==> src/rtl/edge_stamper_pkg.sv <==
package edge_stamper_pkg;
   localparam int          MSG_W     = 64;
   localparam int          TS_FW     = 48;
   localparam int          STATE_FW  = 4;
   localparam int          CHIDX_FW  = 3;
   localparam logic [3:0]  EVT_TAG   = 4'h2;
   localparam logic [7:0]  MRK_TAG   = 8'h30;

   function automatic logic [MSG_W-1:0] pack_event(
      input logic [CHIDX_FW-1:0] ch,
      input logic                is_fall,
      input logic [STATE_FW-1:0] st,
      input logic [TS_FW-1:0]    ts);
      return {EVT_TAG, ch, is_fall, 4'b0000, st, ts};
   endfunction

   function automatic logic [MSG_W-1:0] pack_marker(
      input logic [STATE_FW-1:0] st,
      input logic [TS_FW-1:0]    ts);
      return {MRK_TAG, 4'b0000, st, ts};
   endfunction
endpackage

==> src/rtl/es_deglitch.sv <==
module es_deglitch #(
   parameter int FILT_LEN = 4
)(
   input  logic clk,
   input  logic rst_n,
   input  logic raw,
   output logic level,
   output logic rise,
   output logic fall
);
   generate
      if (FILT_LEN <= 1) begin : g_pass
         always_ff @(posedge clk or negedge rst_n) begin
            if (!rst_n) begin
               level <= 1'b0;
               rise  <= 1'b0;
               fall  <= 1'b0;
            end else begin
               rise  <= raw & ~level;
               fall  <= ~raw & level;
               level <= raw;
            end
         end
      end else begin : g_count
         localparam int CNT_W = $clog2(FILT_LEN);
         localparam logic [CNT_W-1:0] LAST = CNT_W'(FILT_LEN - 1);
         logic [CNT_W-1:0] run;

         always_ff @(posedge clk or negedge rst_n) begin
            if (!rst_n) begin
               level <= 1'b0;
               rise  <= 1'b0;
               fall  <= 1'b0;
               run   <= '0;
            end else if (raw == level) begin
               run  <= '0;
               rise <= 1'b0;
               fall <= 1'b0;
            end else if (run == LAST) begin
               level <= raw;
               run   <= '0;
               rise  <= raw;
               fall  <= ~raw;
            end else begin
               run  <= run + CNT_W'(1);
               rise <= 1'b0;
               fall <= 1'b0;
            end
         end
      end
   endgenerate
endmodule

==> src/rtl/es_capture.sv <==
module es_capture #(
   parameter int NUM_CH = 4,
   parameter int TS_W   = 48
)(
   input  logic                  clk,
   input  logic                  rst_n,
   input  logic [NUM_CH-1:0]     rise,
   input  logic [NUM_CH-1:0]     fall,
   input  logic [NUM_CH-1:0]     lvl,
   input  logic [2*NUM_CH-1:0]   edge_en,
   input  logic                  mark_req,
   input  logic [TS_W-1:0]       ts_now,
   input  logic                  take,
   output logic                  bat_v,
   output logic [2*NUM_CH:0]     bat_mask,
   output logic [TS_W-1:0]       bat_ts,
   output logic [NUM_CH-1:0]     bat_state
);
   localparam int SLOT_W = 2*NUM_CH + 1;

   logic [SLOT_W-1:0] new_mask;
   logic              new_v;
   logic              cap_v;
   logic [SLOT_W-1:0] cap_mask;
   logic [TS_W-1:0]   cap_ts;
   logic [NUM_CH-1:0] cap_state;

   always_comb begin
      for (int k = 0; k < NUM_CH; k++) begin
         new_mask[2*k]   = rise[k] & edge_en[2*k];
         new_mask[2*k+1] = fall[k] & edge_en[2*k+1];
      end
      new_mask[SLOT_W-1] = mark_req;
   end

   assign new_v     = |new_mask;
   assign bat_v     = cap_v | new_v;
   assign bat_mask  = cap_v ? cap_mask  : new_mask;
   assign bat_ts    = cap_v ? cap_ts    : ts_now;
   assign bat_state = cap_v ? cap_state : lvl;

   always_ff @(posedge clk or negedge rst_n) begin
      if (!rst_n) begin
         cap_v     <= 1'b0;
         cap_mask  <= '0;
         cap_ts    <= '0;
         cap_state <= '0;
      end else if (take) begin
         if (cap_v) begin
            cap_v     <= new_v;
            cap_mask  <= new_mask;
            cap_ts    <= ts_now;
            cap_state <= lvl;
         end
      end else if (!cap_v && new_v) begin
         cap_v     <= 1'b1;
         cap_mask  <= new_mask;
         cap_ts    <= ts_now;
         cap_state <= lvl;
      end
   end
endmodule

==> src/rtl/es_serial.sv <==
module es_serial
   import edge_stamper_pkg::*;
#(
   parameter int NUM_CH = 4,
   parameter int TS_W   = 48
)(
   input  logic                  clk,
   input  logic                  rst_n,
   input  logic                  bat_v,
   input  logic [2*NUM_CH:0]     bat_mask,
   input  logic [TS_W-1:0]       bat_ts,
   input  logic [NUM_CH-1:0]     bat_state,
   output logic                  take,
   output logic                  m_valid,
   input  logic                  m_ready,
   output logic [MSG_W-1:0]      m_data
);
   localparam int SLOT_W = 2*NUM_CH + 1;
   localparam int IDX_W  = $clog2(SLOT_W);
   localparam logic [IDX_W-1:0] MRK_IDX = IDX_W'(SLOT_W - 1);

   logic              work_v;
   logic [SLOT_W-1:0] work_mask;
   logic [TS_W-1:0]   work_ts;
   logic [NUM_CH-1:0] work_state;
   logic [SLOT_W-1:0] pick;
   logic [SLOT_W-1:0] rest;
   logic [IDX_W-1:0]  idx;
   logic              acc;
   logic              last;

   assign pick = work_mask & (~work_mask + SLOT_W'(1));
   assign rest = work_mask & ~pick;
   assign last = (rest == '0);
   assign acc  = work_v & m_ready;
   assign take = ~work_v | (acc & last);

   always_comb begin
      idx = '0;
      for (int i = SLOT_W-1; i >= 0; i--) begin
         if (work_mask[i]) idx = IDX_W'(i);
      end
   end

   always_comb begin
      if (idx == MRK_IDX)
         m_data = pack_marker(STATE_FW'(work_state), TS_FW'(work_ts));
      else
         m_data = pack_event(CHIDX_FW'(idx >> 1), idx[0],
                             STATE_FW'(work_state), TS_FW'(work_ts));
   end

   assign m_valid = work_v;

   always_ff @(posedge clk or negedge rst_n) begin
      if (!rst_n) begin
         work_v     <= 1'b0;
         work_mask  <= '0;
         work_ts    <= '0;
         work_state <= '0;
      end else if (take) begin
         work_v     <= bat_v;
         work_mask  <= bat_mask;
         work_ts    <= bat_ts;
         work_state <= bat_state;
      end else if (acc) begin
         work_mask  <= rest;
      end
   end
endmodule

==> src/rtl/edge_stamper.sv <==
module edge_stamper
   import edge_stamper_pkg::*;
#(
   parameter int NUM_CH   = 4,
   parameter int FILT_LEN = 4,
   parameter int TS_W     = 48
)(
   input  logic                 clk,
   input  logic                 rst_n,
   input  logic [NUM_CH-1:0]    din,
   input  logic [2*NUM_CH-1:0]  edge_en,
   input  logic                 mark_req,
   input  logic [TS_W-1:0]      ts_now,
   output logic                 m_valid,
   input  logic                 m_ready,
   output logic [MSG_W-1:0]     m_data
);
   localparam int SLOT_W = 2*NUM_CH + 1;

   generate
      if (NUM_CH < 1 || NUM_CH > STATE_FW) begin : g_bad_ch
         $error("edge_stamper: NUM_CH must lie in 1..4");
      end
      if (FILT_LEN < 1) begin : g_bad_filt
         $error("edge_stamper: FILT_LEN must be at least 1");
      end
      if (TS_W < 1 || TS_W > TS_FW) begin : g_bad_ts
         $error("edge_stamper: TS_W must lie in 1..48");
      end
   endgenerate

   logic [NUM_CH-1:0] lvl;
   logic [NUM_CH-1:0] rise;
   logic [NUM_CH-1:0] fall;
   logic              take;
   logic              bat_v;
   logic [SLOT_W-1:0] bat_mask;
   logic [TS_W-1:0]   bat_ts;
   logic [NUM_CH-1:0] bat_state;

   generate
      for (genvar k = 0; k < NUM_CH; k++) begin : g_ch
         es_deglitch #(.FILT_LEN(FILT_LEN)) u_flt (
            .clk   (clk),
            .rst_n (rst_n),
            .raw   (din[k]),
            .level (lvl[k]),
            .rise  (rise[k]),
            .fall  (fall[k])
         );
      end
   endgenerate

   es_capture #(.NUM_CH(NUM_CH), .TS_W(TS_W)) u_cap (
      .clk       (clk),
      .rst_n     (rst_n),
      .rise      (rise),
      .fall      (fall),
      .lvl       (lvl),
      .edge_en   (edge_en),
      .mark_req  (mark_req),
      .ts_now    (ts_now),
      .take      (take),
      .bat_v     (bat_v),
      .bat_mask  (bat_mask),
      .bat_ts    (bat_ts),
      .bat_state (bat_state)
   );

   es_serial #(.NUM_CH(NUM_CH), .TS_W(TS_W)) u_ser (
      .clk       (clk),
      .rst_n     (rst_n),
      .bat_v     (bat_v),
      .bat_mask  (bat_mask),
      .bat_ts    (bat_ts),
      .bat_state (bat_state),
      .take      (take),
      .m_valid   (m_valid),
      .m_ready   (m_ready),
      .m_data    (m_data)
   );
endmodule

==> config.mk <==
export PLATFORM = sky130hd
export DESIGN_NAME = edge_stamper
export DESIGN_NICKNAME = d
export VERILOG_FILES = /design/src/rtl/edge_stamper_pkg.sv /design/src/rtl/es_deglitch.sv /design/src/rtl/es_capture.sv /design/src/rtl/es_serial.sv /design/src/rtl/edge_stamper.sv
export SDC_FILE = /design/constraint.sdc
export NUM_CORES = 1
export LEC_CHECK = 0
export BUFFER_PORTS_ARGS = -buffer_cell sky130_fd_sc_hd__buf_4
export CORE_MARGIN = 2
export CORE_UTILIZATION = 45
export CTS_BUF_LIST = sky130_fd_sc_hd__clkbuf_8
export CTS_CLUSTER_SIZE = 28
export DETAILED_ROUTE_END_ITERATION = 7
export HOLD_SLACK_MARGIN = 0.12
export PLACE_DENSITY = 0.67
export SYNTH_ARGS = -nofsm -noshare
export SYNTH_HDL_FRONTEND = slang
export SYNTH_SLANG_ARGS = --single-unit
==> constraint.sdc <==
create_clock -name clk -period 2.6 [get_ports clk]
set_input_delay 0.39 -clock clk [delete_from_list [all_inputs] [get_ports clk]]
set_output_delay 0.39 -clock clk [all_outputs]
set_load 0.1 [all_outputs]
==> reports/results.ini, run 1 <==
[synthesis]
synth_cell_types=52
yosysWarnings=0
synth-seq-cells=144
synth_area_um2=6620
synthCells=590
synth_top_cell_by_area=dfrtp_1
synthTopCellsByArea=dfrtp_1 54%, mux2_2 9.9%, mux2i_1 8.6%
synth_top_cell_area_share=0.544
syn_area_per_cell_um2=11.2
synth_ff_type=dfrtp_1
synth_edf_count=0
synthArstFlopShare=1.00
ys_seq_area_frac=0.544

[die]
rows=44
dieHeight_um=125
die_area_um2=15700
fp.dieW_um=125
fp.coreArea_um2=14500
initial_core_util=0.457
ioPinCount=129

[detailed_routing]
routed_wl_mm=14.4
viasPerCell=5.32
antenna_left=0
drtPass1Iterations=4
wl_per_cell_um=15.9
drc=0
vias=4820
first_iter_violations=243

[setup_path]
critPathMaxStageDelay_ns=0.67
crit_fanout=24
cp-end-kind=flip-flop
cp_slowest_cell=or4_1
path_class=reg -> reg
r2r_start=u_ser.work_mask[3]
reg2reg_depth=6
path_cells=or4_1, o31a_1, a2111oi_4, o31ai_4, buf_12, mux2_2
arrival_ns=2.81
cp_data_required_time_ns=2.92
reg2reg_to=u_cap.cap_ts[31]
cp-start-kind=flip-flop
cpLargestDelayFamily=compound AO/OA/AOI/OAI gates
worst-path-buf-inv=1
ff2ff_setup_slack_ns=0.11

[final_layout]
finalInstanceArea_um2=8300
antenna_cells=0
fin_nets=777
syn2layout_area_growth_pct=25.3
drive_gt1_frac=0.337

[clocking]
cts.sinks=144
cts.path.max_buffers=2
cts_made_buffers=17
h-tree-depth=4
cts_tree=yes
cts.clk_slew.worst_paths_ns=0.08
cts-root-buf=clkbuf_8
clk_latency_ns=0.44

[sta]
setup_viol=0
max_freq_ghz=0.402
final.period_utilization=0.956
final_hold_viol_count=0
post-route-min-period_ns=2.49
max_slew_margin=0.591
worst_pin_slew_ns=0.614
worst_clock_skew_ns=0.0135
slew_viol_final=0

[grt]
grt_pass1_vias=4909
grt_usage=0.189
overflow=0
grt_antenna_before_repair=0
grt_pass1_wl_mm=23.9
grt_start_max_net_pins=74

[worst_hold_path]
hold_class=in -> reg
min_from=ts_now[7]
whs_endpoint=u_cap.cap_ts[7]
worstHoldPathCells=2

[placement]
portBuffers=120
dp_hpwl_mm=10.0
gp_congestion=0.852
placed_cell_area_um2=7760

[flow_run]
maxCapViolations=0

[run_status]
run_status=finished, final reports clean

-- logic make-up after synthesis --
kind of cell / synth area share
XOR/XNOR: 0.00529
adder cells (fa/ha/maj): 0.00907
other: 0.00113
AND/OR/NAND/NOR: 0.102
multiplexers: 0.185
buffers and inverters: 0.0406
AO/OA/AOI/OAI: 0.113
flip-flops: 0.544
-- cells in the mapped netlist, drive strengths merged, types with 2 or more instances --
master / number
nand3: 6
ha: 4
or4: 2
dfrtp: 144
mux2i: 57
o221a: 2
inv: 8
nor4: 4
a211o: 2
a31o: 2
nand2: 87
a21oi: 9
nor3: 10
a2111oi: 3
and3b: 2
nand4: 3
a2111o: 4
a211oi: 3
nor2: 14
o31ai: 3
o311ai: 2
o31a: 4
xnor2: 4
clkbuf: 28
or3: 8
a311o: 2
buf: 21
o21ai: 71
and2: 3
mux2: 58
nor2b: 5
conb: 2
-- routing by layer --
metal | global-route usage | routed length, um
met5 | 0 | 0
met4 | 0.0627 | 265
met3 | 0.0535 | 671
met2 | 0.323 | 7220
met1 | 0.233 | 6220
-- timing repair --
action	4_1_cts	5_1_grt
hold buffers	4	0
setup endpoints to repair	0	29
endpoints found under the hold margin	46	0
resized for setup	0	2
buffers inserted	0	0
-- stage by stage --
stage                     worst slack [ns]  instances  TNS [ns]  hold slack [ns]   util
after floorplan                     0.0486        596         0           0.0944      -
after detailed placement             0.115        870         0            0.344  0.536
after CTS                            0.109        906         0            0.158  0.573
after global placement               0.135        870         0            0.337  0.536
final                                0.115        906         0            0.186  0.573
after global routing              -0.00521        906   -0.0206            0.152  0.573
-- state kept, by name, summed over array words and instances, names as in the netlist, 8 cells and up --
name,flops
u_cap.cap_mask,9
g_ch.u_flt.g_count.run,8
u_cap.cap_ts,48
u_ser.work_mask,9
u_ser.work_ts,48
-- cell type report --
cell class / instances / area [um^2]
clock inverter: 14 / 236
inverter: 8 / 30.0
multi-input combinational: 395 / 2810
timing repair buffer: 143 / 1140
fill: 1267 / 6180
tap: 184 / 230
clock buffer: 18 / 248
sequential: 144 / 3610
-- worst reg2reg max path, cell delays in order (launching register included) --
cell and delay [ns]:
dfrtp_1 0.38, or4_1 0.67, o31a_1 0.37, a2111oi_4 0.29
o31ai_4 0.17, buf_12 0.21, mux2_2 0.29
-- cells in the final DEF, fill, tap and decap left out, drive strengths merged, types with 8 or more instances in the layout --
| master | count |
|---|---|
| clkbuf | 18 |
| nor3 | 10 |
| dfrtp | 144 |
| or3 | 8 |
| buf | 139 |
| conb | 8 |
| o21ai | 71 |
| nor2 | 14 |
| a21oi | 9 |
| mux2i | 57 |
| nand2 | 87 |
| inv | 10 |
| mux2 | 58 |
-- worst max-delay path by stage --
| stage | slack [ns] | from | endpoint | depth (start not counted) |
|---|---|---|---|---|
| 2_1_floorplan | 0.05 | u_ser.m_valid | u_ser.work_ts[43] | 9 |
| 3_3_place_gp | 0.14 | u_ser.work_mask[3] | u_ser.work_ts[26] | 7 |
| 3_5_place_dp | 0.11 | u_ser.work_mask[3] | u_cap.cap_ts[26] | 6 |
| 4_1_cts | 0.11 | u_ser.work_mask[2] | u_ser.work_ts[16] | 7 |
| 5_1_grt | -0.005 | u_ser.work_mask[2] | u_cap.cap_ts[30] | 6 |
| 6_report | 0.11 | u_ser.work_mask[3] | u_cap.cap_ts[31] | 6 |
Power of run 1 is left out: the tool's default activity adds up to more than one toggle a clock period on the data nets, which glitch-free logic cannot reach.
==> run 2: changes to the inputs <==
Clock period 2.6 ns to 2.5 ns, I/O delays scaled along.
==> run 2 against run 1 <==
Compared with the run above: die area is the same; first-iteration DRC count shrank 26%; worst setup slack lost 0.052 ns; final cell count grew 0.77%; design area grew 0.42%; via count shrank 1.0%; non-clock buffer count grew 8; register-to-register slack lost 0.05 ns; core utilization grew 0.24 points; routed wire length grew 0.68%; critical endpoint is now u_cap.cap_ts[38]; largest cell class unchanged; highest routed layer unchanged.
==> reports/results.ini, run 2 (synthesis results as in run 1) <==
[grt]
overflow=0
global_route.usage.met1=0.224
grt_usage=0.189
grt_pass1_wl_mm=23.9
grt_start_max_net_pins=65
busiest_layer=met2
gr-usage-met3=0.0629
grt_antenna_before_repair=0
grt_pass1_vias=4954
globalRouteMet2Util=0.318

[detailed_routing]
first_iter_violations=180
drc=0
wl_per_cell_um=15.9
vias=4770
viasPerCell=5.22
routed_wl_mm=14.5
drtPass1Iterations=4
antenna_left=0

[setup_path]
cpLargestDelayFamily=compound AO/OA/AOI/OAI gates
cp_data_required_time_ns=2.82
crit_fanout=14
worst-path-buf-inv=2
path_cells=buf_4, or3_4, a31o_4, a2111oi_4, o31ai_4, buf_12, mux2_2
path_class=reg -> reg
critPathMaxStageDelay_ns=0.40
cp-end-kind=flip-flop
cp-start-kind=flip-flop
cp_slowest_cell=dfrtp_1
ff2ff_setup_slack_ns=0.06
arrival_ns=2.76

[die]
die_area_um2=15700
ioPinCount=129
dieHeight_um=125
initial_core_util=0.457
fp.coreArea_um2=14500
fp.dieW_um=125
rows=44

[sta]
hold_slack_ns=0.174
worst_clock_skew_ns=0.00923
worst_pin_slew_ns=0.612
final_hold_viol_count=0
final.period_utilization=0.975
post-route-min-period_ns=2.44
slew_viol_final=0
max_slew_margin=0.592
setup_viol=0
fin_setup_tns_ns=0
max_freq_ghz=0.410

[clocking]
h-tree-depth=4
cts.clk_slew.worst_paths_ns=0.08
clk_latency_ns=0.44
cts_tree=yes
cts.path.max_buffers=2
cts-root-buf=clkbuf_8
cts_made_buffers=17
cts.sinks=144

[final_layout]
reg.largest.list=u_cap.cap_ts (48), u_ser.work_ts (48)
fin_nets=785
syn2layout_area_growth_pct=25.9
antenna_cells=0
finalInstanceArea_um2=8330
fillers=1211
layout_common_cells=142 x dfrtp_1, 139 x buf_4, 87 x nand2_1
final_util=0.576
layout_commonest_cell=dfrtp_1
drive_gt1_frac=0.346

[placement]
gp_congestion=0.819
dp_hpwl_mm=10.0
portBuffers=120
placed_cell_area_um2=7810

[worst_hold_path]
hold_class=in -> reg

[run_status]
run_status=finished, final reports clean

[flow_run]
maxCapViolations=0

run 2: cell count changes in the layout (fill, tap and decap cells not counted), moves of 2 or more:
cell and delta:
bufinv_16 -2, clkinv_4 -2, clkinv_2 +2, buf_4 +6
run 2: metal layers:
layer / vias up / routed length [um] / share of wire
met2: 106 / 7290 / 0.50
li1: 2329 / - / -
met3: 27 / 771 / 0.053
met5: - / 0 / 0
met1: 2308 / 6090 / 0.42
met4: 0 / 325 / 0.022
run 2: final cells by class:
type,count,area (um^2),area share
Sequential cell,144,3610,0.433
Multi-Input combinational cell,395,2820,0.339
Timing Repair Buffer,151,1220,0.147
Clock buffer,18,248,0.0297
Tap cell,184,230,0.0276
Clock inverter,13,171,0.0206
Inverter,8,30.0,0.00360
run 2: worst reg2reg max path, delay by kind of cell, from the launching register on:
kind | cells | cell delay [ns]
mux | 1 | 0.29
flops | 1 | 0.40
simple gates | 1 | 0.39
compound gates | 3 | 0.87
buf+inv | 2 | 0.38
run 2: final timing paths:
path / cells after the start / endpoint / startpoint
max in group asynchronous: 3 / u_ser.m_valid / rst_n
worst min register to register: 1 / g_ch[1].u_flt.g_count.run[0] / g_ch[1].u_flt.g_count.run[0]
worst min-delay path: 2 / u_cap.cap_ts[11] / ts_now[11]
worst max register to register: 7 / u_cap.cap_ts[38] / u_ser.work_mask[1]
worst max-delay path: 7 / u_cap.cap_ts[38] / u_ser.work_mask[1]
min in group asynchronous: 2 / u_ser.work_ts[11] / rst_n
run 2: repair_timing:
item                                    CTS  global route
gates resized for setup                   1             4
hold buffers                              4             0
hold endpoints to repair                 94             0
endpoints found under the setup margin    1            52
setup buffers                             0             0
cloned                                    0             2
run 2: metrics by stage:
step	setup slack, ns	cells
4_1_cts	0.00815	911
5_1_grt	-0.0105	913
2_1_floorplan	0.0620	596
3_5_place_dp	0.0105	876
3_3_place_gp	0.0623	876
6_report	0.0628	913
Power of run 2 is left out for the same reason.
==> run 3: changes to the inputs <==
Settings changed: CORE_MARGIN 2 to not set, PLACE_DENSITY 0.67 to not set, PLACE_DENSITY_LB_ADDON set to 0.3.
==> run 3 against run 2 <==
Compared with the run above: critical path depth is the same; sequential share of layout area grew 0.20 points; sequential cell count is the same; die area shrank 3.2%; largest cell class unchanged; critical endpoint is now u_cap.cap_state[1]; global-route usage grew 0.94 points; first-iteration DRC count grew 66%; fmax grew 0.67%; core utilization grew 1.3 points; clock-buffer cell count grew 3; routed wire length shrank 1.2%; design area shrank 0.47%.
==> reports/results.ini, run 3 (synthesis results as in run 1) <==
[detailed_routing]
routed_wl_mm=14.3
vias=4866
wl_per_cell_um=15.8
viasPerCell=5.37
first_iter_violations=299
drtPass1Iterations=4
drc=0
antenna_left=0

[final_layout]
instances_no_fill=906
final_util=0.588
syn2layout_area_growth_pct=25.3
fillers=1180
fin_nets=782
seqCellArea_um2=3610
layout_commonest_cell=dfrtp_1
drive_gt1_frac=0.343
reg.largest.list=u_cap.cap_ts (48), u_ser.work_ts (48)
antenna_cells=0
layout_common_cells=142 x dfrtp_1, 136 x buf_4, 87 x nand2_1
multi_input_area_um2=2810

[sta]
worst_pin_slew_ns=0.625
final_hold_viol_count=0
slew_viol_final=0
max_freq_ghz=0.413
rsz0062_at_grt=no
final.period_utilization=0.968
worst_clock_skew_ns=0.0114
setup_viol=0
fin_setup_tns_ns=0
max_slew_margin=0.583
post-route-min-period_ns=2.42

[clocking]
cts_tree=yes
post_cts_buffers=0
cts_made_buffers=17
h-tree-depth=4
cts.path.max_buffers=2
cts.clk_slew.worst_paths_ns=0.08
cts-root-buf=clkbuf_8
clk_latency_ns=0.44
cts.sinks=144

[setup_path]
cp-start-kind=flip-flop
arrival_ns=2.74
r2r_start=u_ser.work_mask[3]
crit_fanout=19
ff2ff_setup_slack_ns=0.08
path_class=reg -> reg
reg2reg_to=u_cap.cap_state[1]
cp-end-kind=flip-flop
reg2reg_depth=7
cp_data_required_time_ns=2.82

[placement]
dp.cells=870
portBuffers=120
dp_hpwl_mm=9.68
gp_congestion=0.800

[die]
dieHeight_um=123
ioPinCount=129
die_area_um2=15200
fp.dieW_um=123
rows=43
initial_core_util=0.470
fp.coreArea_um2=14100

[grt]
grt_pass1_vias=4786
overflow=0
grt_start_max_net_pins=67
grt_antenna_before_repair=0
grt_usage=0.198
grt_pass1_wl_mm=23.0

[worst_hold_path]
whs_endpoint=u_cap.cap_ts[1]
min_from=ts_now[1]
hold_class=in -> reg
worstHoldPathCells=2

[run_status]
run_status=finished, final reports clean

[flow_run]
maxCapViolations=0

==> run 3: cell count changes in the layout (fill, tap and decap cells not counted) <==
cell        previous run  this run
buf_4                139       136
clkbuf_8              18        21
clkinv_2               4         1
bufinv_16              4         2
clkinvlp_4             2         4
a31o_2                 1         2
a31o_4                 1         0
buf_16                 0         1
buf_6                  3         2
clkinv_4               1         0
inv_6                  0         1
==> run 3: worst max-delay path, cell delays in order, from the launching register on <==
cell	delay (ns)
dfrtp_1	0.39
buf_4	0.17
or3_4	0.40
a31o_2	0.29
a2111oi_4	0.41
o31ai_4	0.16
buf_12	0.19
mux2_2	0.29
==> run 3: stage by stage <==
stage	hold slack, ns	instance area, um^2	setup WS, ns
floorplan	0.0794	6650	0.0620
global placement	0.420	7800	0.0908
detailed placement	0.421	7800	0.0172
CTS	0.139	8250	0.0455
global route	0.149	8290	0.00932
finish	0.165	8290	0.0791
==> run 3: worst max path at each step <==
stage	cells past startpoint	endpoint	startpoint	slack (ns)
2_1_floorplan	6	m_data[56]	u_ser.work_mask[6]	0.06
3_3_place_gp	6	u_cap.cap_ts[14]	u_ser.work_mask[3]	0.09
3_5_place_dp	6	u_cap.cap_ts[11]	u_ser.work_mask[3]	0.02
4_1_cts	6	u_cap.cap_ts[13]	u_ser.work_mask[3]	0.05
5_1_grt	6	u_ser.work_ts[20]	u_ser.work_mask[5]	0.009
6_report	7	u_cap.cap_state[1]	u_ser.work_mask[3]	0.08
==> run 3: layout make-up <==
cell class	count	area share
Clock buffer	21	0.0348
Clock inverter	10	0.0134
Inverter	8	0.00362
Multi-Input combinational cell	395	0.339
Sequential cell	144	0.435
Tap cell	180	0.0272
Timing Repair Buffer	148	0.147
==> run 3: routing by layer <==
layer,routed length (um),vias up,GRT usage
met1,6060,2387,0.246
met4,289,0,0.0873
met5,0,-,0
li1,-,2329,-
met3,780,25,0.0530
met2,7180,125,0.324
==> run 3: what timing repair did <==
action / in CTS / in global routing
setup endpoints to repair: 2 / 18
hold endpoints to repair: 66 / 0
cloned: 0 / 1
pin swaps: 0 / 1
hold buffers: 4 / 0
resized for setup: 1 / 4
Power of run 3 is left out for the same reason.
